### src/rtl/nn_phase_pkg.sv
package nn_phase_pkg;

    localparam int DEF_EPOCH_W = 20;

    typedef enum logic [2:0] {
        PH_IDLE = 3'd0,
        PH_HF   = 3'd1,
        PH_OF   = 3'd2,
        PH_OB   = 3'd3,
        PH_HB   = 3'd4
    } phase_t;

    typedef struct packed {
        logic hid_fwd;
        logic out_fwd;
        logic out_bwd;
        logic hid_bwd;
    } strobe_t;

    function automatic strobe_t phase_strobes(phase_t ph);
        strobe_t s;
        s = '0;
        case (ph)
            PH_HF:   s.hid_fwd = 1'b1;
            PH_OF:   s.out_fwd = 1'b1;
            PH_OB:   s.out_bwd = 1'b1;
            PH_HB:   s.hid_bwd = 1'b1;
            default: s = '0;
        endcase
        return s;
    endfunction

endpackage

### src/rtl/nn_phase_fsm.sv
module nn_phase_fsm
    import nn_phase_pkg::*;
(
    input  logic    clk,
    input  logic    rst,
    input  logic    mode_i,
    input  logic    learn_go_i,
    output strobe_t strobe_o,
    output logic    bound_o,
    output logic    ep_end_o
);

    phase_t ph_q, ph_d;
    logic   test_q, test_d;

    always_comb begin
        bound_o  = (ph_q == PH_IDLE) || (ph_q == PH_HB) ||
                   ((ph_q == PH_OF) && test_q);
        ep_end_o = (ph_q == PH_HB);
        strobe_o = phase_strobes(ph_q);
    end

    always_comb begin
        ph_d   = ph_q;
        test_d = test_q;
        if (bound_o) begin
            if (mode_i) begin
                ph_d   = PH_HF;
                test_d = 1'b1;
            end else if (learn_go_i) begin
                ph_d   = PH_HF;
                test_d = 1'b0;
            end else begin
                ph_d   = PH_IDLE;
                test_d = 1'b0;
            end
        end else begin
            case (ph_q)
                PH_HF:   ph_d = PH_OF;
                PH_OF:   ph_d = PH_OB;
                PH_OB:   ph_d = PH_HB;
                default: ph_d = PH_IDLE;
            endcase
        end
    end

    always_ff @(posedge clk) begin
        if (rst) begin
            ph_q   <= PH_IDLE;
            test_q <= 1'b0;
        end else begin
            ph_q   <= ph_d;
            test_q <= test_d;
        end
    end

    // never two enables together
    a_r11_onehot: assert property (@(posedge clk) disable iff (rst)
        $onehot0(strobe_o));
    // hidden forward is followed by output forward
    a_r2_hf_then_of: assert property (@(posedge clk) disable iff (rst)
        strobe_o.hid_fwd |=> strobe_o.out_fwd);
    // learning output forward is followed by output backward
    a_r2_of_then_ob: assert property (@(posedge clk) disable iff (rst)
        (strobe_o.out_fwd && !test_q) |=> strobe_o.out_bwd);
    // output backward is followed by hidden backward
    a_r2_ob_then_hb: assert property (@(posedge clk) disable iff (rst)
        strobe_o.out_bwd |=> strobe_o.hid_bwd);
    // a test pass never leads into a backward step
    a_r6_test_no_back: assert property (@(posedge clk) disable iff (rst)
        (strobe_o.out_fwd && test_q) |=> !(strobe_o.out_bwd || strobe_o.hid_bwd));

endmodule

### src/rtl/nn_epoch_ctr.sv
module nn_epoch_ctr #(
    parameter int EPOCH_W = nn_phase_pkg::DEF_EPOCH_W
) (
    input  logic               clk,
    input  logic               rst,
    input  logic               start_i,
    input  logic               frame_start_i,
    input  logic [EPOCH_W-1:0] max_i,
    input  logic               bound_i,
    input  logic               ep_end_i,
    output logic               learn_go_o,
    output logic               done_o,
    output logic               busy_o
);

    localparam int CMP_W = EPOCH_W + 1;

    logic [EPOCH_W-1:0] cnt_q;
    logic [EPOCH_W-1:0] max_q;
    logic               run_q;
    logic               done_q;
    logic               pend_q;
    logic               pend_eff;
    logic               last_ep;
    logic [CMP_W-1:0]   cnt_inc;

    always_comb begin
        pend_eff   = pend_q | start_i | frame_start_i;
        cnt_inc    = {1'b0, cnt_q} + CMP_W'(1);
        last_ep    = ep_end_i && (cnt_inc >= {1'b0, max_q});
        learn_go_o = pend_eff ? (max_i != '0) : (run_q && !last_ep);
        done_o     = done_q;
        busy_o     = run_q;
    end

    always_ff @(posedge clk) begin
        if (rst) begin
            cnt_q  <= '0;
            max_q  <= '0;
            run_q  <= 1'b0;
            done_q <= 1'b0;
            pend_q <= 1'b0;
        end else if (bound_i && pend_eff) begin
            pend_q <= 1'b0;
            cnt_q  <= '0;
            max_q  <= max_i;
            run_q  <= (max_i != '0);
            done_q <= (max_i == '0);
        end else begin
            if (pend_eff)
                pend_q <= 1'b1;
            if (ep_end_i && run_q) begin
                cnt_q <= cnt_inc[EPOCH_W-1:0];
                if (last_ep) begin
                    run_q  <= 1'b0;
                    done_q <= 1'b1;
                end
            end
        end
    end

    // a running count never reaches the limit
    a_r4_no_overrun: assert property (@(posedge clk) disable iff (rst)
        run_q |-> (cnt_q < max_q));
    // done and busy are exclusive
    a_r4_done_idle: assert property (@(posedge clk) disable iff (rst)
        done_q |-> !run_q);
    // done holds without a restart request
    a_r5_done_hold: assert property (@(posedge clk) disable iff (rst)
        (done_q && !pend_eff) |=> done_q);
    // a request off the boundary is kept pending
    a_r8_pend_kept: assert property (@(posedge clk) disable iff (rst)
        (pend_eff && !bound_i) |=> pend_q);

endmodule

### src/rtl/nn_phase_seq.sv
module nn_phase_seq #(
    parameter int EPOCH_W = nn_phase_pkg::DEF_EPOCH_W
) (
    input  logic               clk,
    input  logic               rst,
    input  logic               mode_i,
    input  logic               start_i,
    input  logic               frame_start_i,
    input  logic [EPOCH_W-1:0] max_epochs_i,
    output logic               hid_fwd_en_o,
    output logic               out_fwd_en_o,
    output logic               out_bwd_en_o,
    output logic               hid_bwd_en_o,
    output logic               done_o,
    output logic               busy_o
);
    import nn_phase_pkg::*;

    strobe_t strobe;
    logic    bound;
    logic    ep_end;
    logic    learn_go;

    nn_phase_fsm u_fsm (
        .clk        (clk),
        .rst        (rst),
        .mode_i     (mode_i),
        .learn_go_i (learn_go),
        .strobe_o   (strobe),
        .bound_o    (bound),
        .ep_end_o   (ep_end)
    );

    nn_epoch_ctr #(.EPOCH_W(EPOCH_W)) u_ctr (
        .clk           (clk),
        .rst           (rst),
        .start_i       (start_i),
        .frame_start_i (frame_start_i),
        .max_i         (max_epochs_i),
        .bound_i       (bound),
        .ep_end_i      (ep_end),
        .learn_go_o    (learn_go),
        .done_o        (done_o),
        .busy_o        (busy_o)
    );

    assign hid_fwd_en_o = strobe.hid_fwd;
    assign out_fwd_en_o = strobe.out_fwd;
    assign out_bwd_en_o = strobe.out_bwd;
    assign hid_bwd_en_o = strobe.hid_bwd;

    // after completion no backward step appears
    a_r4_done_no_back: assert property (@(posedge clk) disable iff (rst)
        done_o |-> !(out_bwd_en_o || hid_bwd_en_o));

endmodule

### config.mk
export PLATFORM = sky130hd
export DESIGN_NAME = nn_phase_seq
export DESIGN_NICKNAME = d
export VERILOG_FILES = /design/src/rtl/nn_phase_pkg.sv /design/src/rtl/nn_phase_fsm.sv /design/src/rtl/nn_epoch_ctr.sv /design/src/rtl/nn_phase_seq.sv
export SDC_FILE = /design/constraint.sdc
export NUM_CORES = 1
export LEC_CHECK = 0
export BUFFER_PORTS_ARGS = -buffer_cell sky130_fd_sc_hd__buf_2
export CAP_MARGIN = 15
export CORE_AREA = 2 2 62 94
export DETAILED_ROUTE_END_ITERATION = 10
export DIE_AREA = 0 0 64 96
export GPL_TIMING_DRIVEN = 1
export PLACE_DENSITY_LB_ADDON = 0.3
export SLEW_MARGIN = 15
export SYNTH_ARGS = -nofsm -noshare
export SYNTH_HDL_FRONTEND = slang
export SYNTH_SLANG_ARGS = --single-unit
### constraint.sdc
create_clock -name clk -period 2.41 [get_ports clk]
set_input_delay 0.241 -clock clk [delete_from_list [all_inputs] [get_ports clk]]
set_output_delay 0.241 -clock clk [all_outputs]
set_load 0.02 [all_outputs]
=== Word-level counts from Yosys, hierarchy flattened ===
Cells that the tools add are included.

* $add $sub $neg: 1
* $lt $le $gt $ge: 1
* Equality and inequality tests: 4
* Muxes and demuxes: 16
* Bitwise gates (word level): 2
* Reduce and logical (&&, ||, !) cells: 15

{| class="wikitable"
|+ Operators with widths
! operator !! number
|-
| 20-bit by 1-bit adder with 21-bit output, second input constant || 1
|-
| 21-bit by 20-bit >= comparator with 1-bit output || 1
|-
| 20-bit logical NOT || 1
|-
| 20-bit nonzero test || 1
|-
| 1-bit 2-to-1 mux || 13
|-
| 3-bit one-hot mux with 3 select lines || 1
|-
| 3-bit by 2-bit equality test with 1-bit output, second input constant || 2
|-
| 3-bit 2-to-1 mux || 2
|-
| 1-bit logical AND || 5
|-
| 2-bit nonzero test || 2
|-
| 3-bit by 1-bit equality test with 1-bit output, second input constant || 1
|-
| 3-bit equality test, second input constant || 1
|-
| 3-bit logical NOT || 1
|-
| 1-bit logical OR || 2
|-
| 1-bit bitwise OR || 2
|-
| 2-bit AND reduction || 1
|-
| 2-bit OR reduction || 1
|-
| 1-bit logical NOT || 1
|}

* Register bits after elaboration: 47
* Bits of input ports: 25
* Output and inout port bits: 6
* Logic and storage cells: 46

=== Depth between registers and ports, before layout ===
Gate-level depths: netlist of run 1.

* Word-level depth: 9
* Mapped depth: 13
* Mapped depth without buffers: 13

=== Cells and area by module ===
From an unflattened synthesis of run 1, not the netlist that was laid out.

* Cell total of the unflattened synthesis: 359
* Area, all modules: 2805.2 µm²

{| class="wikitable"
|+ By module, submodules not included
! module !! instances !! cells an instance !! area each (µm²) !! sequential area each (µm²)
|-
| nn_epoch_ctr || 1 || 336 || 2590.0 || 860.8
|-
| nn_phase_fsm || 1 || 23 || 215.2 || 80.1
|}

=== Worst setup path after synthesis of run 1 ===
Ideal clock, no wire load.

* Path kind: reg-to-reg
* Start point: register u_ctr.cnt_q[0]
* End point: register u_ctr.done_q (netlist: u_ctr.done_o)
* Library setup time: 0.122 ns
* Arrival: 2.418 ns
* Required time: 2.288 ns
* Path slack: -0.130 ns
* Cell stages (with the launch flop): 13
* Buffers on the path: 0
* Clock period less this slack: 2.540 ns
* Cell sequence: dfxtp_1 > ha_1 > nand3_4 > nor2_4 > nand3_1 > xnor2_1 > ha_1 > and4_1 > o21ai_0 > a221oi_1 > o21ai_0 > a21oi_1 > o31a_2

* Longest elaborated chain between the ends: 5

{| class="wikitable"
|+ Ends and longest elaborated chain
! what !! line !! text
|-
| from (decl) || nn_epoch_ctr.sv:18 || <nowiki>logic [EPOCH_W-1:0] cnt_q;</nowiki>
|-
| from (signal assigned) || nn_epoch_ctr.sv:53 || <nowiki>cnt_q <= cnt_inc[EPOCH_W-1:0];</nowiki>
|-
| 20-bit by 1-bit adder with 21-bit output || nn_epoch_ctr.sv:29 || <nowiki>cnt_inc = {1'b0, cnt_q} + CMP_W'(1);</nowiki>
|-
| via u_ctr.cnt_inc[8] || nn_epoch_ctr.sv:25 || <nowiki>logic [CMP_W-1:0] cnt_inc;</nowiki>
|-
| 21-bit by 20-bit >= comparator with 1-bit output || nn_epoch_ctr.sv:30 || <nowiki>last_ep = ep_end_i && (cnt_inc >= {1'b0, max_q});</nowiki>
|-
| 1-bit logical AND || nn_epoch_ctr.sv:30 ||
|-
| 2-bit nonzero test (no source line) || - ||
|-
| 2-bit AND reduction (no source line) || - ||
|-
| to (signal assigned) || nn_epoch_ctr.sv:48 || <nowiki>done_q <= (max_i == '0);</nowiki>
|-
| to (decl) || nn_epoch_ctr.sv:21 || <nowiki>logic done_q;</nowiki>
|}

The timed path passes the listed nets, and every way through them passes these cells.
A chain may end at the register's enable or synchronous reset.

=== Final worst setup path of run 1 ===
* Start point: register u_ctr.cnt_q[8]
* End point: register u_ctr.run_q (netlist: u_ctr.busy_o)

* Longest elaborated chain between the ends: 5

{| class="wikitable"
|+ Ends and longest elaborated chain
! what !! line !! text
|-
| 20-bit by 1-bit adder with 21-bit output || nn_epoch_ctr.sv:29 ||
|-
| via u_ctr.cnt_inc[13] || nn_epoch_ctr.sv:25 ||
|-
| 21-bit by 20-bit >= comparator with 1-bit output || nn_epoch_ctr.sv:30 ||
|-
| 1-bit logical AND || nn_epoch_ctr.sv:30 ||
|-
| 2-bit nonzero test (no source line) || - ||
|-
| 2-bit AND reduction (no source line) || - ||
|-
| to (signal assigned) || nn_epoch_ctr.sv:47 || <nowiki>run_q <= (max_i != '0);</nowiki>
|-
| to (decl) || nn_epoch_ctr.sv:20 || <nowiki>logic run_q;</nowiki>
|}

The timed path passes the listed nets, and every way through them passes these cells.

==> results of run 1 <==
layer usage:
metal | part of all wire, % | global-route usage (%) | routed length [microns]
met3 | 2.6 | 3.86 | 167
met5 | 0 | 0 | 0
met4 | 3.4 | 11.8 | 221
met2 | 56 | 42.8 | 3630
met1 | 38 | 23.2 | 2450
power by group through the flow:
stage	clock, uW	sequential (uW)	combinational [uW]
finish	561	872	352
global route	602	880	393
CTS	576	872	333
detailed placement	0	891	320
global placement	0	888	313
floorplan	0	878	234
worst max-delay path: stages (launching register included):
cell	delay [ns]
dfxtp_2	0.34
nand4_1	0.17
buf_4	0.19
nor4_4	0.19
buf_4	0.20
nand2_4	0.07
xnor2_4	0.13
ha_4	0.26
nand4_1	0.17
nor2_1	0.17
nand2_1	0.07
o2111a_1	0.14
buf_4	0.14
a21boi_2	0.12
o31ai_1	0.07
path summary, 6_finish.rpt:
path,end,slack (ns),cells past startpoint
max reg2reg,u_ctr.busy_o$_SDFFE_PP0P_,-0.13,14
max,u_ctr.busy_o$_SDFFE_PP0P_,-0.13,14
min reg2reg,u_ctr.max_q[1]$_SDFFE_PP0P_,0.46,2
min,u_ctr.max_q[16]$_SDFFE_PP0P_,0.18,3
cell usage after synthesis (3+ instances only):
cell type	number
a21o_1	3
a21oi_1	31
and3_1	4
clkbuf_1	8
dfxtp_1	47
ha_1	21
inv_1	22
nand2_1	76
nand3_1	8
nand4_1	5
nor2_1	42
nor3_1	4
nor4_1	8
o21ai_0	9
xnor2_1	19
xor2_1	18
timing repair:
action | in CTS | in global routing
gates resized for setup | 20 | 21
cloned | 0 | 0
hold buffers | 0 | 0
pin swaps | 23 | 22
endpoints found under the setup margin | 3 | 3
buffers inserted | 5 | 4
sequential cells by signal, indices dropped and copies added, names as in the netlist:
name	count
u_ctr.cnt_q	20
u_ctr.done_o	1
u_ctr.pend_q	1
u_fsm.ph_q	3
u_ctr.max_q	20
u_ctr.busy_o	1
u_fsm.test_q	1
kinds of logic (layout without fill, tap and decap cells):
logic type | Yosys count | after routing | synth area share [%]
XOR/XNOR | 37 | 37 | 11.8
flip-flops | 47 | 47 | 34.4
multiplexers | 1 | 1 | 0.365
AO/OA/AOI/OAI | 50 | 50 | 10.3
buffers and inverters | 35 | 97 | 5.30
AND/OR/NAND/NOR | 163 | 163 | 28.3
adder cells (fa/ha/maj) | 21 | 21 | 9.59
final cells by class:
type	count	area share (%)
Inverter	22	2.36
Clock buffer	5	1.96
Timing Repair Buffer	68	12.5
Clock inverter	2	1.07
Sequential cell	47	27.4
Multi-Input combinational cell	272	52.2
Tap cell	70	2.50
metrics by stage:
stage	hold slack [ns]	setup slack [ns]	utilization (%)
floorplan	0.377	0.00981	-
global placement	0.445	-0.102	59.2
detailed placement	0.448	-0.165	59.2
CTS	0.174	-0.0369	63.5
global route	0.183	-0.235	65.8
finish	0.179	-0.132	65.8
==> impl_metrics.toml, run 1 <==
[run_status]
outcome = "finished, violations left"
violations = "setup timing"

[routing]
vias_per_cell = 5.30
via_count = 2574
wl_microns = 6470
drt_pass1_iterations = 4
detail-route-antenna-nets = 0
drc = 0
first_iter_violations = 143
wl_per_cell_microns = 13.3

[layout]
layoutNonFillerInstCount = 486
nNetsFinal = 462
synthToLayoutAreaGrowth_pct = 27.9
final_cell_mix = "nand2_1 (72), nor2_1 (38), buf_4 (37), dfxtp_1 (37), buf_2 (30)"
multi_input_area_sq_um = 1830
num_antenna_cells = 0
seqCellArea_sq_um = 958
final_common_cell = "nand2_1"
drive_above_1_share_pct = 28.6
n_fill_cell = 451
final_area_sq_um = 3500

[power]
p_switching_uw = 519
ir_drop_mv = 0.391
power_density_nw_per_um2 = 510
totalPowerFinal_uw = 1790
p_seq_share_pct = 48.9
switching_share_pct = 29.1
comb_power_share_pct = 19.7
leakage_uw = 0.00150
clkPwrFrac_pct = 31.4
intPower_uw = 1270

[floorplan]
core_area_sq_um = 5330
die-height_microns = 96
dieArea_sq_um = 6140
die_w_microns = 64
io_pins = 31
start_util_pct = 51.4
rows = 33

[timing]
max_slew.worst_pin.slew_ns = 0.508
period_share_pct = 105
rsz0062_at_grt = "yes"
slew_headroom_pct = 66.1
finalMaxSlewViolations = 0
finClkSkew_ns = 0.00980
final-hold-violation-count = 0
fin_ws_ns = -0.132
fmax_mhz = 393
setup_violations = 3
period_needed_ns = 2.54
tns_ns = -0.308

[yosys]
ys_warn_count = 0
yosysTopAreaCellShare_pct = 34.4
synth_nets = 400
syn_inst = 354
synth_flop_cell = "dfxtp_1"
avgSynthCellArea_sq_um = 7.74
synth-seq-cells = 47
synth-edff-count = 0
synth_area_leaders = "dfxtp_1 (34%), nand2_1 (10%), ha_1 (9.6%)"
yosys.area.top_type = "dfxtp_1"
async_flop_share_pct = 0
synth.cell_area_sq_um = 2740
yosysSeqAreaShare_pct = 34.4
yosysUniqueCellTypes = 40

[clocking]
insertion_delay_ns = 0.30
clock_path_buffers = 2
clkTransAtPathRegs_ns = 0.09
root_buffer = "clkbuf_8"
numCtsBuffers = 5
cts.htree.levels = 2
tritoncts = "yes"
cts.sinks = 47

[worst_setup_path]
path_max_fanout = 4
rr_startpoint = "u_ctr.cnt_q[8]$_SDFFE_PP0P_"
endpoint_kind = "register"
critical_path_arrival_ns = 2.73
critPathRequiredTime_ns = 2.60
crit_path_start = "u_ctr.cnt_q[8]$_SDFFE_PP0P_"
critPathKind = "register to register"
critPathLaunchType = "register"

[hold_path]
holdCritStartpoint = "max_epochs_i[16]"
min_path_type = "input port to register"

[grt]
antenna_found_initial = 0
grt_pass1_vias = 2562
grt_first_pass_wirelength_microns = 10900
grt_max_degree = 30
grt-ovfl-total = 0
grt_usage_pct = 22.5

[place]
dpl.hpwl_microns = 4770
port_buffers = 30
dp_cells = 470
dpl_cell_area_sq_um = 3150
gp_congestion = 0.872

[flow_run]
max_cap_violations = 0
(Power assumes the default switching activity.)
==> run 2, diff against run 1 <==
--- a/config.mk
+++ b/config.mk
@@ -12,6 +12,7 @@
 export DIE_AREA = 0 0 64 96
 export GPL_TIMING_DRIVEN = 1
 export PLACE_DENSITY_LB_ADDON = 0.3
+export SETUP_SLACK_MARGIN = 0.4
 export SLEW_MARGIN = 15
 export SYNTH_ARGS = -nofsm -noshare
 export SYNTH_HDL_FRONTEND = slang
==> run 2 against run 1 <==
Effect of this change: the flow still finishes with violations (setup timing); largest power group unchanged; register-to-register slack better by 0.02 ns; clock power is 13% lower; cell area shrank 4.5%.
==> impl_metrics.toml, run 2 (synthesized netlist as in run 1, its figures left out) <==
[clocking]
clkTransAtPathRegs_ns = 0.09
cts.htree.levels = 2
cts.sinks = 47
numCtsBuffers = 5
tritoncts = "yes"
clock_path_buffers = 2
insertion_delay_ns = 0.30
ctsHoldBuffers = 0
root_buffer = "clkbuf_8"

[worst_setup_path]
critPathKind = "register to register"
critical_path_arrival_ns = 2.74
endpoint_kind = "register"
reg2regPathDepth = 13
crit_buf_inv = 2
rr_startpoint = "u_ctr.cnt_q[3]$_SDFFE_PP0P_"
max_stage_delay_ns = 0.39
path_cells = "nand4_1, nor4_4, nand2_1, xnor2_1, ha_1, buf_4, nand4_1, nor2_1, nand2_1, o2111a_2, buf_6, a21boi_2, o31ai_1"
critPathRequiredTime_ns = 2.63
cp_top_family = "simple AND/OR/NAND/NOR gates"
cp_slowest_cell = "nor4_4"
timing.rr.end = "u_ctr.busy_o$_SDFFE_PP0P_"
path_max_fanout = 4
critPathLaunchType = "register"
reg2reg_slack_ns = -0.11

[place]
port_buffers = 30
gp_congestion = 0.882
dpl.hpwl_microns = 4620

[power]
ir_drop_mv = 0.363
leakage_uw = 0.00143
switching_share_pct = 30.1
clkPwrFrac_pct = 28.7
p_seq_share_pct = 51.3
comb_power_share_pct = 20.0
totalPowerFinal_uw = 1690
p_switching_uw = 509
intPower_uw = 1180
power_density_nw_per_um2 = 505

[hold_path]
worstHoldEndpoint = "u_ctr.max_q[9]$_SDFFE_PP0P_"
holdCritStartpoint = "max_epochs_i[9]"
hold_path_depth = 3
min_path_type = "input port to register"

[timing]
max_slew.worst_pin.slew_ns = 0.504
finClkSkew_ns = 0.0107
period_needed_ns = 2.52
rsz0062_at_grt = "yes"
final-hold-violation-count = 0
finalMaxSlewViolations = 0
fin_ws_ns = -0.109
slew_headroom_pct = 66.4
tns_ns = -0.189
fmax_mhz = 397
period_share_pct = 105
setup_violations = 2

[routing]
drt_pass1_iterations = 4
drc = 0
vias_per_cell = 5.22
first_iter_violations = 104
wl_per_cell_microns = 12.6
wl_microns = 6050
detail-route-antenna-nets = 0
via_count = 2507

[grt]
grt_pass1_vias = 2390
grt_first_pass_wirelength_microns = 10300
grt-ovfl-total = 0
grt_usage_pct = 21.6
antenna_found_initial = 0
grt_max_degree = 30

[layout]
num_antenna_cells = 0
postLayoutCoreUtil_pct = 62.8
drive_above_1_share_pct = 25.4
final_cell_mix = "nand2_1 (74), nor2_1 (41), dfxtp_1 (36), buf_4 (31), buf_2 (30)"
reg_top3 = "u_ctr.cnt_q x20, u_ctr.max_q x20, u_fsm.ph_q x3"
synthToLayoutAreaGrowth_pct = 22.2
final_common_cell = "nand2_1"
nNetsFinal = 456

[run_status]
outcome = "finished, violations left"
violations = "setup timing"

[floorplan]
rows = 33
start_util_pct = 51.4
die_w_microns = 64
dieArea_sq_um = 6140
io_pins = 31
core_area_sq_um = 5330
die-height_microns = 96

[flow_run]
max_cap_violations = 0
run 2: worst max-delay path by stage:
stage          slack (ns)                   startpoint                        end  depth (start not counted)
5_1_grt             -0.28  u_ctr.cnt_q[3]$_SDFFE_PP0P_  u_ctr.busy_o$_SDFFE_PP0P_                         11
3_3_place_gp        -0.02  u_ctr.cnt_q[2]$_SDFFE_PP0P_  u_ctr.done_o$_SDFFE_PP0P_                         11
6_report            -0.11  u_ctr.cnt_q[3]$_SDFFE_PP0P_  u_ctr.busy_o$_SDFFE_PP0P_                         13
2_1_floorplan        0.04  u_ctr.cnt_q[2]$_SDFFE_PP0P_  u_ctr.done_o$_SDFFE_PP0P_                         11
3_5_place_dp        -0.09  u_ctr.cnt_q[2]$_SDFFE_PP0P_  u_ctr.busy_o$_SDFFE_PP0P_                         13
4_1_cts             -0.09  u_ctr.cnt_q[2]$_SDFFE_PP0P_  u_ctr.busy_o$_SDFFE_PP0P_                         12
run 2: power groups by stage:
stage	logic, uW	clock network (uW)	registers, uW
after detailed placement	324	0	886
after floorplan	234	0	875
after global routing	383	531	875
after CTS	326	506	869
final	338	486	867
after global placement	317	0	885
run 2: routing by layer:
layer / vias up / routed length (microns) / global-route usage [%]
met5: - / 0 / 0
met4: 0 / 149 / 9.78
met3: 11 / 124 / 3.51
met2: 36 / 3380 / 41.5
met1: 1170 / 2390 / 22.6
li1: 1290 / - / -
run 2: final cells by class:
type | count | area, sq um
clock inverter | 1 | 5.00
inverter | 22 | 82.6
multi-input combinational | 272 | 1730
timing repair buffer | 62 | 394
clock buffer | 6 | 82.6
fill | 475 | 1980
sequential | 47 | 965
tap | 70 | 87.6
run 2: timing repair:
item / 4_1_cts / 5_1_grt
pin swaps: 0 / 14
setup buffers: 0 / 3
setup endpoints to repair: 3 / 5
gates resized for setup: 2 / 15
run 2: worst min-delay path, stage by stage:
cell     delay [ns]
buf_2          0.10
nand2_1        0.05
a21oi_1        0.05
run 2: metrics by stage:
step	cells	hold WS (ns)	cell area, sq um	worst slack, ns
finish	480	0.179	3350	-0.109
global route	480	0.170	3350	-0.276
CTS	477	0.170	3270	-0.0929
detailed placement	470	0.447	3170	-0.0921
global placement	470	0.444	3170	-0.0229
floorplan	354	0.377	2780	0.0378
